<file path="config.mk">
export PLATFORM = sky130hd
export DESIGN_NAME = wr_hit_target
export DESIGN_NICKNAME = d
export VERILOG_FILES = /design/src/rtl/wht_pkg.sv /design/src/rtl/wht_select.sv /design/src/rtl/wht_match.sv /design/src/rtl/wht_counter.sv /design/src/rtl/wht_readback.sv /design/src/rtl/wr_hit_target.sv
export SDC_FILE = /design/constraint.sdc
export NUM_CORES = 1
export LEC_CHECK = 0
export BUFFER_PORTS_ARGS = -buffer_cell sky130_fd_sc_hd__clkbuf_2
export CORE_AREA = 8 8 77 79
export DETAILED_ROUTE_END_ITERATION = 8
export DIE_AREA = 0 0 85 87
export PLACE_DENSITY = 0.86
export SYNTH_ARGS = -nofsm -noshare
export SYNTH_HDL_FRONTEND = slang
export SYNTH_SLANG_ARGS = --single-unit
export TNS_END_PERCENT = 100
</file>
<file path="constraint.sdc">
create_clock -name clk -period 2.5 [get_ports clk]
set_clock_uncertainty 0.05 [all_clocks]
set_input_delay 0.5 -clock clk [delete_from_list [all_inputs] [get_ports clk]]
set_output_delay 0.5 -clock clk [all_outputs]
set_load 0.01 [all_outputs]
</file>
<file path="src/rtl/wht_pkg.sv">
package wht_pkg;
  localparam int KINDS      = 3;
  localparam int WINDOWS    = 2;
  localparam int TESTS      = KINDS * WINDOWS;
  localparam int IDX_W      = $clog2(TESTS);
  localparam int ADDR_W     = 12;
  localparam int MEM_REGION = 2048;
  localparam int IO_REGION  = 128;
  localparam int ACC_WIDTH  = 1;
  localparam int LEN_W      = 3;
  localparam int WILD_KIND  = 1;
  localparam int CNT_W      = 32;
  localparam int HDR_LEN    = 14;
  localparam int HDR_AW     = $clog2(HDR_LEN);
  localparam int HDR_SPAN   = 2 ** HDR_AW;
  localparam logic [7:0] MATCH_BYTE = 8'hFA;
  localparam logic [7:0] WILD_BYTE  = 8'hCE;

  typedef logic [ADDR_W-1:0] addr_t;
  typedef logic [IDX_W-1:0]  idx_t;
  typedef logic [CNT_W-1:0]  cnt_t;

  function automatic addr_t trig_of(input int idx);
    int region;
    region = (idx < KINDS) ? MEM_REGION : IO_REGION;
    return addr_t'(region + idx * ACC_WIDTH);
  endfunction

  function automatic logic is_wild(input int idx);
    return (idx % KINDS) == WILD_KIND;
  endfunction
endpackage

</file>
<file path="src/rtl/wht_select.sv">
module wht_select
  import wht_pkg::*;
(
  input  logic        clk,
  input  logic        rst_n,
  input  logic        bus_wr,
  input  logic        bus_io,
  input  addr_t       bus_addr,
  input  logic [7:0]  bus_wdata,
  output logic        armed,
  output idx_t        arm_idx,
  output logic        arm_load
);
  logic sel_wr;
  logic in_range;
  logic armed_d;
  idx_t idx_d;

  assign sel_wr   = bus_wr && (bus_addr == '0);
  assign in_range = int'(bus_wdata) < KINDS;
  assign arm_load = sel_wr && in_range;

  always_comb begin
    armed_d = armed;
    idx_d   = arm_idx;
    if (sel_wr) begin
      armed_d = in_range;
      if (in_range)
        idx_d = idx_t'((bus_io ? KINDS : 0) + int'(bus_wdata));
    end
  end

  always_ff @(posedge clk or negedge rst_n) begin
    if (!rst_n) begin
      armed   <= 1'b0;
      arm_idx <= '0;
    end else if (sel_wr) begin
      armed   <= armed_d;
      arm_idx <= idx_d;
    end
  end
endmodule

</file>
<file path="src/rtl/wht_match.sv">
module wht_match
  import wht_pkg::*;
(
  input  logic             armed,
  input  idx_t             arm_idx,
  input  logic             bus_wr,
  input  addr_t            bus_addr,
  input  logic [LEN_W-1:0] bus_len,
  input  logic [7:0]       bus_wdata,
  output addr_t            cur_trig,
  output logic             cur_wild,
  output logic             hit
);
  localparam int SLOTS = 2 ** IDX_W;

  addr_t trig_tbl [SLOTS];
  logic  wild_tbl [SLOTS];

  for (genvar g = 0; g < SLOTS; g++) begin : g_entry
    assign trig_tbl[g] = trig_of(g);
    assign wild_tbl[g] = is_wild(g);
  end

  logic data_ok;

  assign cur_trig = trig_tbl[arm_idx];
  assign cur_wild = wild_tbl[arm_idx];
  assign data_ok  = cur_wild ||
                    ((bus_len == LEN_W'(ACC_WIDTH)) && (bus_wdata == MATCH_BYTE));
  assign hit      = armed && bus_wr && (bus_addr != '0) &&
                    (bus_addr == cur_trig) && data_ok;
endmodule

</file>
<file path="src/rtl/wht_counter.sv">
module wht_counter
  import wht_pkg::*;
(
  input  logic clk,
  input  logic rst_n,
  input  logic clear,
  input  logic inc,
  output cnt_t count
);
  cnt_t count_d;
  logic count_en;

  assign count_en = clear || inc;

  always_comb begin
    count_d = count + cnt_t'(1);
    if (clear) count_d = '0;
  end

  always_ff @(posedge clk or negedge rst_n) begin
    if (!rst_n)        count <= '0;
    else if (count_en) count <= count_d;
  end
endmodule

</file>
<file path="src/rtl/wht_readback.sv">
module wht_readback
  import wht_pkg::*;
(
  input  logic       armed,
  input  idx_t       arm_idx,
  input  addr_t      cur_trig,
  input  logic       cur_wild,
  input  cnt_t       hit_cnt,
  input  addr_t      bus_addr,
  output logic [7:0] bus_rdata
);
  logic [HDR_SPAN*8-1:0] hdr;
  logic [7:0]            exp_byte;
  logic [HDR_AW-1:0]     byte_sel;

  assign exp_byte = cur_wild ? WILD_BYTE : MATCH_BYTE;
  assign byte_sel = bus_addr[HDR_AW-1:0];
  assign hdr = {{((HDR_SPAN - HDR_LEN) * 8){1'b0}},
                hit_cnt,
                8'(ACC_WIDTH),
                exp_byte,
                32'(cur_trig),
                32'(arm_idx)};

  always_comb begin
    bus_rdata = '0;
    if (armed && (int'(bus_addr) < HDR_LEN))
      bus_rdata = hdr[{byte_sel, 3'b000} +: 8];
  end
endmodule

</file>
<file path="src/rtl/wr_hit_target.sv">
module wr_hit_target
  import wht_pkg::*;
(
  input  logic             clk,
  input  logic             rst_n,
  input  logic             bus_wr,
  input  logic             bus_io,
  input  logic [11:0]      bus_addr,
  input  logic [2:0]       bus_len,
  input  logic [7:0]       bus_wdata,
  output logic [7:0]       bus_rdata
);
  logic  armed;
  idx_t  arm_idx;
  logic  arm_load;
  addr_t cur_trig;
  logic  cur_wild;
  logic  hit;
  cnt_t  hit_cnt;

  wht_select u_select (
    .clk       (clk),
    .rst_n     (rst_n),
    .bus_wr    (bus_wr),
    .bus_io    (bus_io),
    .bus_addr  (bus_addr),
    .bus_wdata (bus_wdata),
    .armed     (armed),
    .arm_idx   (arm_idx),
    .arm_load  (arm_load)
  );

  wht_match u_match (
    .armed     (armed),
    .arm_idx   (arm_idx),
    .bus_wr    (bus_wr),
    .bus_addr  (bus_addr),
    .bus_len   (bus_len),
    .bus_wdata (bus_wdata),
    .cur_trig  (cur_trig),
    .cur_wild  (cur_wild),
    .hit       (hit)
  );

  wht_counter u_counter (
    .clk   (clk),
    .rst_n (rst_n),
    .clear (arm_load),
    .inc   (hit),
    .count (hit_cnt)
  );

  wht_readback u_readback (
    .armed     (armed),
    .arm_idx   (arm_idx),
    .cur_trig  (cur_trig),
    .cur_wild  (cur_wild),
    .hit_cnt   (hit_cnt),
    .bus_addr  (bus_addr),
    .bus_rdata (bus_rdata)
  );
endmodule

</file>
Yosys cells after proc, flatten, opt, wreduce, memory -nomap -nowiden. Memories as Yosys holds them, arrays and structs flattened. Cells that the tools add are included.

Register bits: 36. Memory bits (read-only): 104. Bits of input ports: 27. Output and inout port bits: 8. Logic and storage cells: 36. Memories kept: 2.

Add/sub/neg operators: 2. $lt $le $gt $ge: 3. Eq/ne operators: 3. Shift operators: 1. Mux-type cells: 8. Bitwise gates (word level): 1. Reductions and logical operators: 13.

Memory list: (name not given) (depth 8, width 12, read ports 1, clocked after memory_dff 0, write ports 0, line wht_match.sv:26) `assign cur_trig = trig_tbl[arm_idx];`; (name not given) (depth 8, width 1, read ports 1, clocked after memory_dff 0, write ports 0, line wht_match.sv:27) `assign cur_wild = wild_tbl[arm_idx];`.

Operator list (number): $shiftx 128x8->8 (1); $add 32x1->32 const B (1); $mux 32 (1); $mux 12 (2); $eq 12x12->1 (1); $logic_not 12->1 (1); $lt 12x4->1 const B (1); $reduce_bool 12->1 (1); $eq 8x8->1 const B (1); $logic_and 1x1->1 (8); $lt 8x2->1 const B (1); $mux 8 (1); $mux 6 (1); $ge 4x4->1 const B (1); $not 3->4 (1); $add 3x3->3 (1); $eq 3x1->1 const B (1); $logic_or 1x1->1 (2); $mux 1 (2); $mux 2 (1); $reduce_and 2->1 (1).

Longest topological paths before layout. Gate-level depths: netlist (run 1).

Depth after elaboration: 8. Gate-level depth with buffers: 10. Depth with buffers taken out: 7.

Cells and area by module. A second synthesis (run 1) with hierarchy kept.

Cells, all modules: 329. Area total of the unflattened synthesis: 2906.5 um2.

Modules (own cells, without submodules): wht_counter (times used 1, cells each 183, area each 1714.1 um2, sequential area each 800.8 um2); wht_readback (times used 1, cells each 92, area each 639.4 um2, sequential area each 0.0 um2); wht_match (times used 1, cells each 34, area each 280.3 um2, sequential area each 0.0 um2); wht_select (times used 1, cells each 20, area each 272.8 um2, sequential area each 100.1 um2).

Worst setup path before layout (run 1). OpenSTA, ideal clock, no wires.

Kind: input port to flip-flop. Start point: input port bus_addr[0]. End point: register u_counter.count[29]. Setup time: 0.077 ns. Data arrival time: 2.579 ns. Data required time: 2.373 ns. Slack: -0.206 ns. Stages: 9. Buffers on the path: 2. Path through: clkbuf_1 inv_1 ha_1 nand2_1 nor4_1 nand4_2 buf_2 or4_1 a21oi_1.

Word-level cells in the longest chain between the ends: 5. Elaborated cells on any way between the ends: 10. Classes of those cells: 1 x eq/ne; 1 x mux; 8 x reduce/logical.

Ends and longest elaborated chain: from (decl) (line wr_hit_target.sv:8) `input logic [11:0] bus_addr,`; $reduce_bool 12->1 (line wht_match.sv:30) `assign hit = armed && bus_wr && (bus_addr != '0) &&`; $logic_and 1x1->1 (2 in series) (line wht_match.sv:30); $logic_and 1x1->1 (line wht_match.sv:31) `(bus_addr == cur_trig) && data_ok;`; $logic_or 1x1->1 (line wht_counter.sv:13) `assign count_en = clear || inc;`; to (signal assigned) (line wht_counter.sv:22) `else if (count_en) count <= count_d;`; to (decl) (line wht_counter.sv:8) `output cnt_t count`.

Parallel ways exist; a longest one is shown, timed or not. A chain may end at the register's enable or synchronous reset.

Worst setup path in the final report (run 1).
Start point: register u_select.arm_idx[0]. End point: output port bus_rdata[5].

Word-level cells in the longest chain between the ends: 7. Elaborated cells on any way between the ends: 10. Classes of those cells: 1 x shift; 6 x mux; 1 x bitwise; 2 x memory.

Ends and longest elaborated chain: from (decl) (line wht_select.sv:11) `output idx_t arm_idx,`; from (signal assigned) (line wht_select.sv:39) `arm_idx <= idx_d;`; $not 3->4 (not written as such) (*) (line wht_match.sv:26, wht_match.sv:27); $mem_v2 8x1; $mux 1 (not written as such) (2 in series) (line wht_match.sv:27); $mux 6 (line wht_readback.sv:16) `assign exp_byte = cur_wild ? WILD_BYTE : MATCH_BYTE;`; $shiftx 128x8->8 (*) (line wht_readback.sv:28) `bus_rdata = hdr[{byte_sel, 3'b000} +: 8];`; $mux 8 (*) (line wht_readback.sv:27) `if (armed && (int'(bus_addr) < HDR_LEN))`; to (decl) (line wr_hit_target.sv:11) `output logic [7:0] bus_rdata`.

Every way passes the cells marked *; elsewhere a longest branch is shown, timed or not. The select of a mux whose other input is x is not followed.

==> metrics.log, run 1 <==
INFO  metric initial_antenna_violation_count = 0
INFO  metric clock.fmax = 403 MHz
INFO  metric finalInstanceArea = 2960 um^2
INFO  metric top_area_cell_type_share_of_the_netlist_area = 0.358
INFO  metric grt_pass1_vias = 2,432
INFO  metric timing_max_transition_violations_final = 0
INFO  metric die_w = 85 um
INFO  metric grt_max_degree = 37
INFO  metric dieArea = 7400 um^2
INFO  metric timing.setup.critical_path_class = reg2out
INFO  metric post_synthesis_average_cell_area = a little over 8 um^2
INFO  metric setup_viol = 0
INFO  metric syn-instance-count = 304
INFO  metric placement.io_buffers = 34
INFO  metric estimated_wirelength_of_the_detail_placed_design = between 4000 and 5000 um
INFO  metric worst-r2r-setup-slack = ~90 ps
INFO  metric drt-vias-per-instance = between 6 and 7
INFO  metric critical_path.endpoint_type = primary output
INFO  metric drt_first_iter_violations = ~170
INFO  metric cp_data_required_time = 1950 ps
INFO  metric period_needed = 2480 ps
INFO  metric clock_buffer_count_from_cts = 5
INFO  metric grt.overflow.total = 0
INFO  metric synth_top_area_cell = dfrtp_1
INFO  metric drv_cap = 0
INFO  metric syn_nets = 337
INFO  metric num_antenna_cells = 0
INFO  metric post_route_cells_drive_above_1_share = 0.207
INFO  metric via_total_after_detailed_routing = around 2,600
INFO  metric final.setup.worst_slack = approximately 21 ps
INFO  metric synth_enable_flop_cells = 0
INFO  metric cts-hold-fix-buffers = 0
INFO  metric timing.final.crit_share = 0.992
INFO  metric cts_tree = yes
INFO  metric area_after_detailed_placement = ~2800 um^2
INFO  metric power_density = 377 nW/um^2
INFO  metric max_slew.worst_pin.slew = 928 ps
INFO  metric drt_wl_total = roughly 6600 um
INFO  metric critical_path.reg2reg.endpoint = u_counter.count[25]
INFO  metric slew_headroom = 0.381
INFO  metric syn-cell-area = roughly 2500 um^2
INFO  metric root_buffer = clkbuf_8
INFO  metric yosys-top-cells-count = dfrtp_1, a21oi_1, nand2_1
INFO  metric ff2ff_path_depth = 8
INFO  metric grt_first_pass_wirelength = ~11,000 um
INFO  metric grt_util_all_layers = 0.189
INFO  metric rows = 26
INFO  metric cts.sink_count = 36
INFO  metric ir_drop = approximately 0.27 mV
INFO  metric die_h = about 87 um
INFO  metric synth_sequential_area_ratio = 0.358
INFO  metric synth.top_cells.by_area = dfrtp_1, a21oi_1, o21ai_0
INFO  metric insertion_delay = slightly below 300 ps
INFO  metric start_kind = flop
INFO  metric rsz0062_at_grt = true
INFO  metric synthMostInstantiatedCell = dfrtp_1
INFO  metric synthesis.yosys.warnings = 0
INFO  metric ys_dominant_reg_cell = dfrtp_1
INFO  metric result_of_the_run = complete, no violations
INFO  metric clk_path_buf_depth = 2
INFO  metric route.detailed.wl_per_inst = ~17 um
INFO  metric cts.reportedPaths.clkPinSlew = roughly 70 ps
INFO  metric footprint_of_the_multi_input_gates = 1570 um^2
INFO  metric synth.ff_latch_count = 36
INFO  metric detail-route-antenna-nets = 0
INFO  metric syn_to_final_growth = 17.6%
INFO  metric drtPass1Iterations = 5
INFO  metric pre_cts_ws = ~25 ps
INFO  metric drt_drc_violations_left = 0
INFO  metric hold_path_class = in2async
INFO  metric floorplan.core_area = 4850 um^2
INFO  metric final-hold-violation-count = 0
INFO  metric postSynth.asyncResetShare = 1.00
INFO  metric layout.area.seq = 902 um^2
INFO  metric arrival = 1930 ps
INFO  metric num_io_pins = 35
INFO  metric cp_max_fo = 4
INFO  metric floorplan.initialDensity = 0.520
INFO  metric power_leakage = around 1.2 nW
INFO  metric crit-reg2reg-launch = u_select.arm_idx[0]
INFO  metric finalNetCount = about 380
INFO  metric place_congestion = 0.845
INFO  metric layout.filler_cells = slightly above 400
INFO  metric cts-htree-levels = 2
INFO  metric post_synth_num_cell_types = 43
what timing repair did:
| action | 4_1_cts | 5_1_grt |
|---|---|---|
| hold endpoints to repair | 0 | 0 |
| setup buffers | 1 | 2 |
| endpoints found under the setup margin | 3 | 3 |
| resized for setup | 3 | 9 |
| pin swaps | 0 | 3 |
power by group:
group | total, W | internal [W] | switching, W | leakage (nW)
Clock | 0.000426 | 0.000225 | 0.000201 | 0.0455
Sequential | 0.000582 | 0.000582 | 0.0000000822 | 0.491
Combinational | 0.000108 | 0.0000446 | 0.0000630 | 0.688
Total | 0.00112 | 0.000852 | 0.000264 | 1.22
cell usage in the layout (no fill, tap or decap), types with 11 or more instances in the layout:
cell / count
nor2_1: 12
or3_1: 17
nand3_1: 12
a21oi_1: 33
dfrtp_1: 35
nand4_1: 11
and3_1: 12
nand2_1: 29
o31ai_1: 13
or4_1: 14
buf_4: 11
o21ai_0: 26
clkbuf_2: 33
per-stage QoR:
stage                      util  total power (W)  TNS, ps  instances  hold slack, ps
after floorplan               -         0.000643        0        304             154
after global placement    0.578         0.000694        0        388             478
after detailed placement  0.578         0.000696        0        388             494
after CTS                 0.603          0.00112        0        397             322
after global routing      0.611          0.00116     -179        399             379
final                     0.611          0.00112        0        399             290
how the worst max path moves through the flow:
stage / startpoint / endpoint / slack, ps / depth (start not counted)
2_1_floorplan: bus_addr[0] / u_counter.count[25] / 40 / 9
6_report: u_select.arm_idx[0] / bus_rdata[5] / 20 / 7
5_1_grt: u_select.arm_idx[0] / bus_rdata[2] / -60 / 7
3_3_place_gp: bus_wdata[4] / u_counter.count[3] / 130 / 6
3_5_place_dp: bus_addr[0] / u_counter.count[7] / 30 / 9
4_1_cts: u_select.arm_idx[0] / bus_rdata[5] / 10 / 7
flip-flops by register name, indices dropped and copies added, names as in the netlist:
name	cells
u_select.arm_idx	3
u_counter.count	32
u_select.armed	1
cells by family (layout without fill, tap and decap cells):
kind of cell | after synthesis | after routing | synth area share
muxes | 9 | 9 | 0.0373
AOI/OAI and AO/OA | 95 | 95 | 0.225
and+or+nand+nor | 130 | 130 | 0.297
adders and majority gates | 6 | 6 | 0.0328
xor gates and xnor gates | 3 | 3 | 0.0104
buffers and inverters | 25 | 64 | 0.0402
DFF | 36 | 36 | 0.358
worst max-delay path, cell delays in order (launching register included):
cell and delay (ps):
dfrtp_2 450, ha_4 300, mux2i_4 80, mux2_2 290, a21oi_2 130, o22ai_1 90, and3_1 190, clkbuf_2 120
cell type report:
| cell class | instances | area share |
|---|---|---|
| tap | 56 | 0.0237 |
| multi-input combinational | 243 | 0.529 |
| clock buffer | 8 | 0.0304 |
| sequential | 36 | 0.305 |
| inverter | 8 | 0.0101 |
| timing repair buffer | 48 | 0.103 |
metal layers:
| layer | wire length, um | GRT usage | up-vias |
|---|---|---|---|
| met1 | 2910 | 0.238 | 1227 |
| met5 | 0 | 0 | - |
| met2 | 3070 | 0.298 | 101 |
| li1 | - | - | 1249 |
| met4 | 132 | 0.0793 | 0 |
| met3 | 505 | 0.0500 | 10 |
Power figures use the tool's default switching activity.
==> run 2: changes to the inputs <==
--- a/config.mk
+++ b/config.mk
@@ -6,10 +6,12 @@
 export NUM_CORES = 1
 export LEC_CHECK = 0
 export BUFFER_PORTS_ARGS = -buffer_cell sky130_fd_sc_hd__clkbuf_2
-export CORE_AREA = 8 8 77 79
+export CELL_PAD_IN_SITES_DETAIL_PLACEMENT = 0
+export CELL_PAD_IN_SITES_GLOBAL_PLACEMENT = 1
+export CORE_AREA = 8 8 86 88
 export DETAILED_ROUTE_END_ITERATION = 8
-export DIE_AREA = 0 0 85 87
-export PLACE_DENSITY = 0.86
+export DIE_AREA = 0 0 94 96
+export PLACE_DENSITY = 0.89
 export SYNTH_ARGS = -nofsm -noshare
 export SYNTH_HDL_FRONTEND = slang
 export SYNTH_SLANG_ARGS = --single-unit
==> metrics.log, run 2 (synthesis gave the netlist of run 1 again) <==
INFO  metric drt-vias-per-instance = 5.94
INFO  metric max_slew.worst_pin.slew = 511 ps
INFO  metric place_congestion = approximately 0.81
INFO  metric die_w = ~94 um
INFO  metric grt_max_degree = 37
INFO  metric cpLargestDelayFamily = flip-flops
INFO  metric period_needed = roughly 2500 ps
INFO  metric layout.cells.most_common_list = dfrtp_1, clkbuf_2, nand2_1
INFO  metric drt_first_iter_violations = around 190
INFO  metric timing.setup.critical_path_class = reg2out
INFO  metric critPathMaxStageDelay = ~410 ps
INFO  metric hold_path_class = in2async
INFO  metric drt_drc_violations_left = 0
INFO  metric power_leakage = 1.33 nW
INFO  metric route.detailed.wl_per_inst = between 15 and 20 um
INFO  metric start_kind = flop
INFO  metric grt_pass1_vias = 2,344
INFO  metric critical-path-slowest-cell = dfrtp_1
INFO  metric initial_antenna_violation_count = 0
INFO  metric cts-htree-levels = 2
INFO  metric clock.fmax = 406 MHz
INFO  metric post_route_cells_drive_above_1_share = 0.280
INFO  metric area_after_detailed_placement = between 2000 and 3000 um^2
INFO  metric critical_path.reg2reg.endpoint = u_counter.count[27]
INFO  metric cts_tree = yes
INFO  metric mostFrequentLayoutCell = dfrtp_1
INFO  metric root_buffer = clkbuf_8
INFO  metric num_antenna_cells = 0
INFO  metric ff2ff_path_depth = 8
INFO  metric insertion_delay = 290 ps
INFO  metric placement.io_buffers = 34
INFO  metric syn_to_final_growth = 27.7%
INFO  metric arrival = about 1900 ps
INFO  metric cp_max_fo = 4
INFO  metric drtPass1Iterations = 4
INFO  metric drt_wl_total = 7350 um
INFO  metric slew_headroom = 0.650
INFO  metric setup_viol = 0
INFO  metric floorplan.initialDensity = 0.413
INFO  metric floorplan.core_area = about 6100 um^2
INFO  metric grt_util_all_layers = 0.155
INFO  metric result_of_the_run = complete, no violations
INFO  metric worst_hold_slack = about 54 ps
INFO  metric grt.overflow.total = 0
INFO  metric finalInstanceArea = about 3200 um^2
INFO  metric cts-hold-fix-buffers = 0
INFO  metric num_io_pins = 35
INFO  metric finalNetCount = between 300 and 400
INFO  metric rsz0062_at_grt = true
INFO  metric clock_buffer_count_from_cts = 5
INFO  metric via_total_after_detailed_routing = between 2,000 and 3,000
INFO  metric timing_max_transition_violations_final = 0
INFO  metric detail-route-antenna-nets = 0
INFO  metric worst-r2r-setup-slack = about 70 ps
INFO  metric grt_first_pass_wirelength = roughly 11,000 um
INFO  metric estimated_wirelength_of_the_detail_placed_design = slightly above 5000 um
INFO  metric rows = 29
INFO  metric crit-reg2reg-launch = u_select.arm_idx[0]
INFO  metric final-hold-violation-count = 0
INFO  metric critical_path.cell_chain = ha_4, mux2i_4, mux2_4, a21oi_2, o22ai_2, and3_1, buf_2
INFO  metric biggestRegsByFlops = u_counter.count x32, u_select.arm_idx x3, u_select.armed x1
INFO  metric critical_path.n_buffers_inverters = 1
INFO  metric cp_data_required_time = approximately 2000 ps
INFO  metric cts.reportedPaths.clkPinSlew = about 80 ps
INFO  metric timing.final.crit_share = 0.984
INFO  metric die_h = 96 um
INFO  metric clk_path_buf_depth = 2
INFO  metric drv_cap = 0
INFO  metric cts.sink_count = 36
INFO  metric largest_register_ffs = 32
INFO  metric dieArea = 9020 um^2
INFO  metric critical_path.endpoint_type = primary output
INFO  metric ir_drop = just under 0.3 mV
INFO  metric power_density = between 300 and 400 nW/um^2
INFO  metric largest-register = u_counter.count
INFO  metric layout.filler_cells = 580
## run 2: cell count changes in the layout (fill, tap and decap cells not counted), sizes merged
| cell | previous run | this run |
|---|---|---|
| clkbuf | 41 | 43 |
| clkinv | 0 | 2 |
| buf | 15 | 21 |
## run 2: worst register-to-register path: cells and delay by family (launching register included)
| kind | cells | cell delay, ps |
|---|---|---|
| adder cells (fa/ha/maj) | 1 | 210 |
| AO/OA/AOI/OAI | 2 | 330 |
| AND/OR/NAND/NOR | 3 | 1010 |
| flip-flops | 1 | 410 |
| buffers and inverters | 2 | 370 |
## run 2: per-stage QoR
step | setup WS (ps) | cells | setup TNS [ps] | power (W) | utilization
global placement | 100 | 414 | 0 | 0.000695 | 0.470
floorplan | 35.5 | 304 | 0 | 0.000643 | -
CTS | 23.8 | 424 | 0 | 0.00113 | 0.492
global route | -26.4 | 430 | -127 | 0.00118 | 0.528
detailed placement | 80.9 | 414 | 0 | 0.000697 | 0.470
finish | 39.8 | 430 | 0 | 0.00113 | 0.528
## run 2: power by group
part / internal [W] / switching [W] / total (W)
logic: 0.0000466 / 0.0000662 / 0.000113
clock network: 0.000220 / 0.000214 / 0.000434
registers: 0.000582 / 0.0000000781 / 0.000582
## run 2: worst max path at each step
stage / start / endpoint / slack [ps] / cells after the start
2_1_floorplan: bus_addr[0] / u_counter.count[25] / 40 / 9
3_3_place_gp: bus_wdata[4] / u_counter.count[10] / 100 / 6
3_5_place_dp: bus_wdata[4] / u_counter.count[3] / 80 / 6
4_1_cts: u_select.arm_idx[1] / bus_rdata[5] / 20 / 8
5_1_grt: u_select.arm_idx[1] / bus_rdata[5] / -30 / 8
6_report: u_select.arm_idx[0] / bus_rdata[4] / 40 / 7
## run 2: layout make-up
type                            count  area (um^2)  share of cell area
Multi-Input combinational cell    243         1660               0.517
Sequential cell                    36          901               0.280
Timing Repair Buffer               58          433               0.135
Tap cell                           77         96.3              0.0299
Clock buffer                        6         82.6              0.0257
Inverter                            8         30.0             0.00933
Clock inverter                      2         10.0             0.00311
## run 2: what timing repair did
action,4_1_cts,5_1_grt
setup endpoints to repair,3,13
gates cloned,0,3
resized for setup,4,30
pin swaps,0,15
endpoints found under the hold margin,0,0
buffers inserted,2,3
## run 2: layer usage
layer  share of wire  vias up  wire, um  GRT usage
li1                -     1263         -          -
met1            0.47     1220      3420      0.214
met2            0.47       64      3420      0.244
met3           0.058        8       425     0.0296
met4           0.011        0        82     0.0396
met5               0        -         0          0
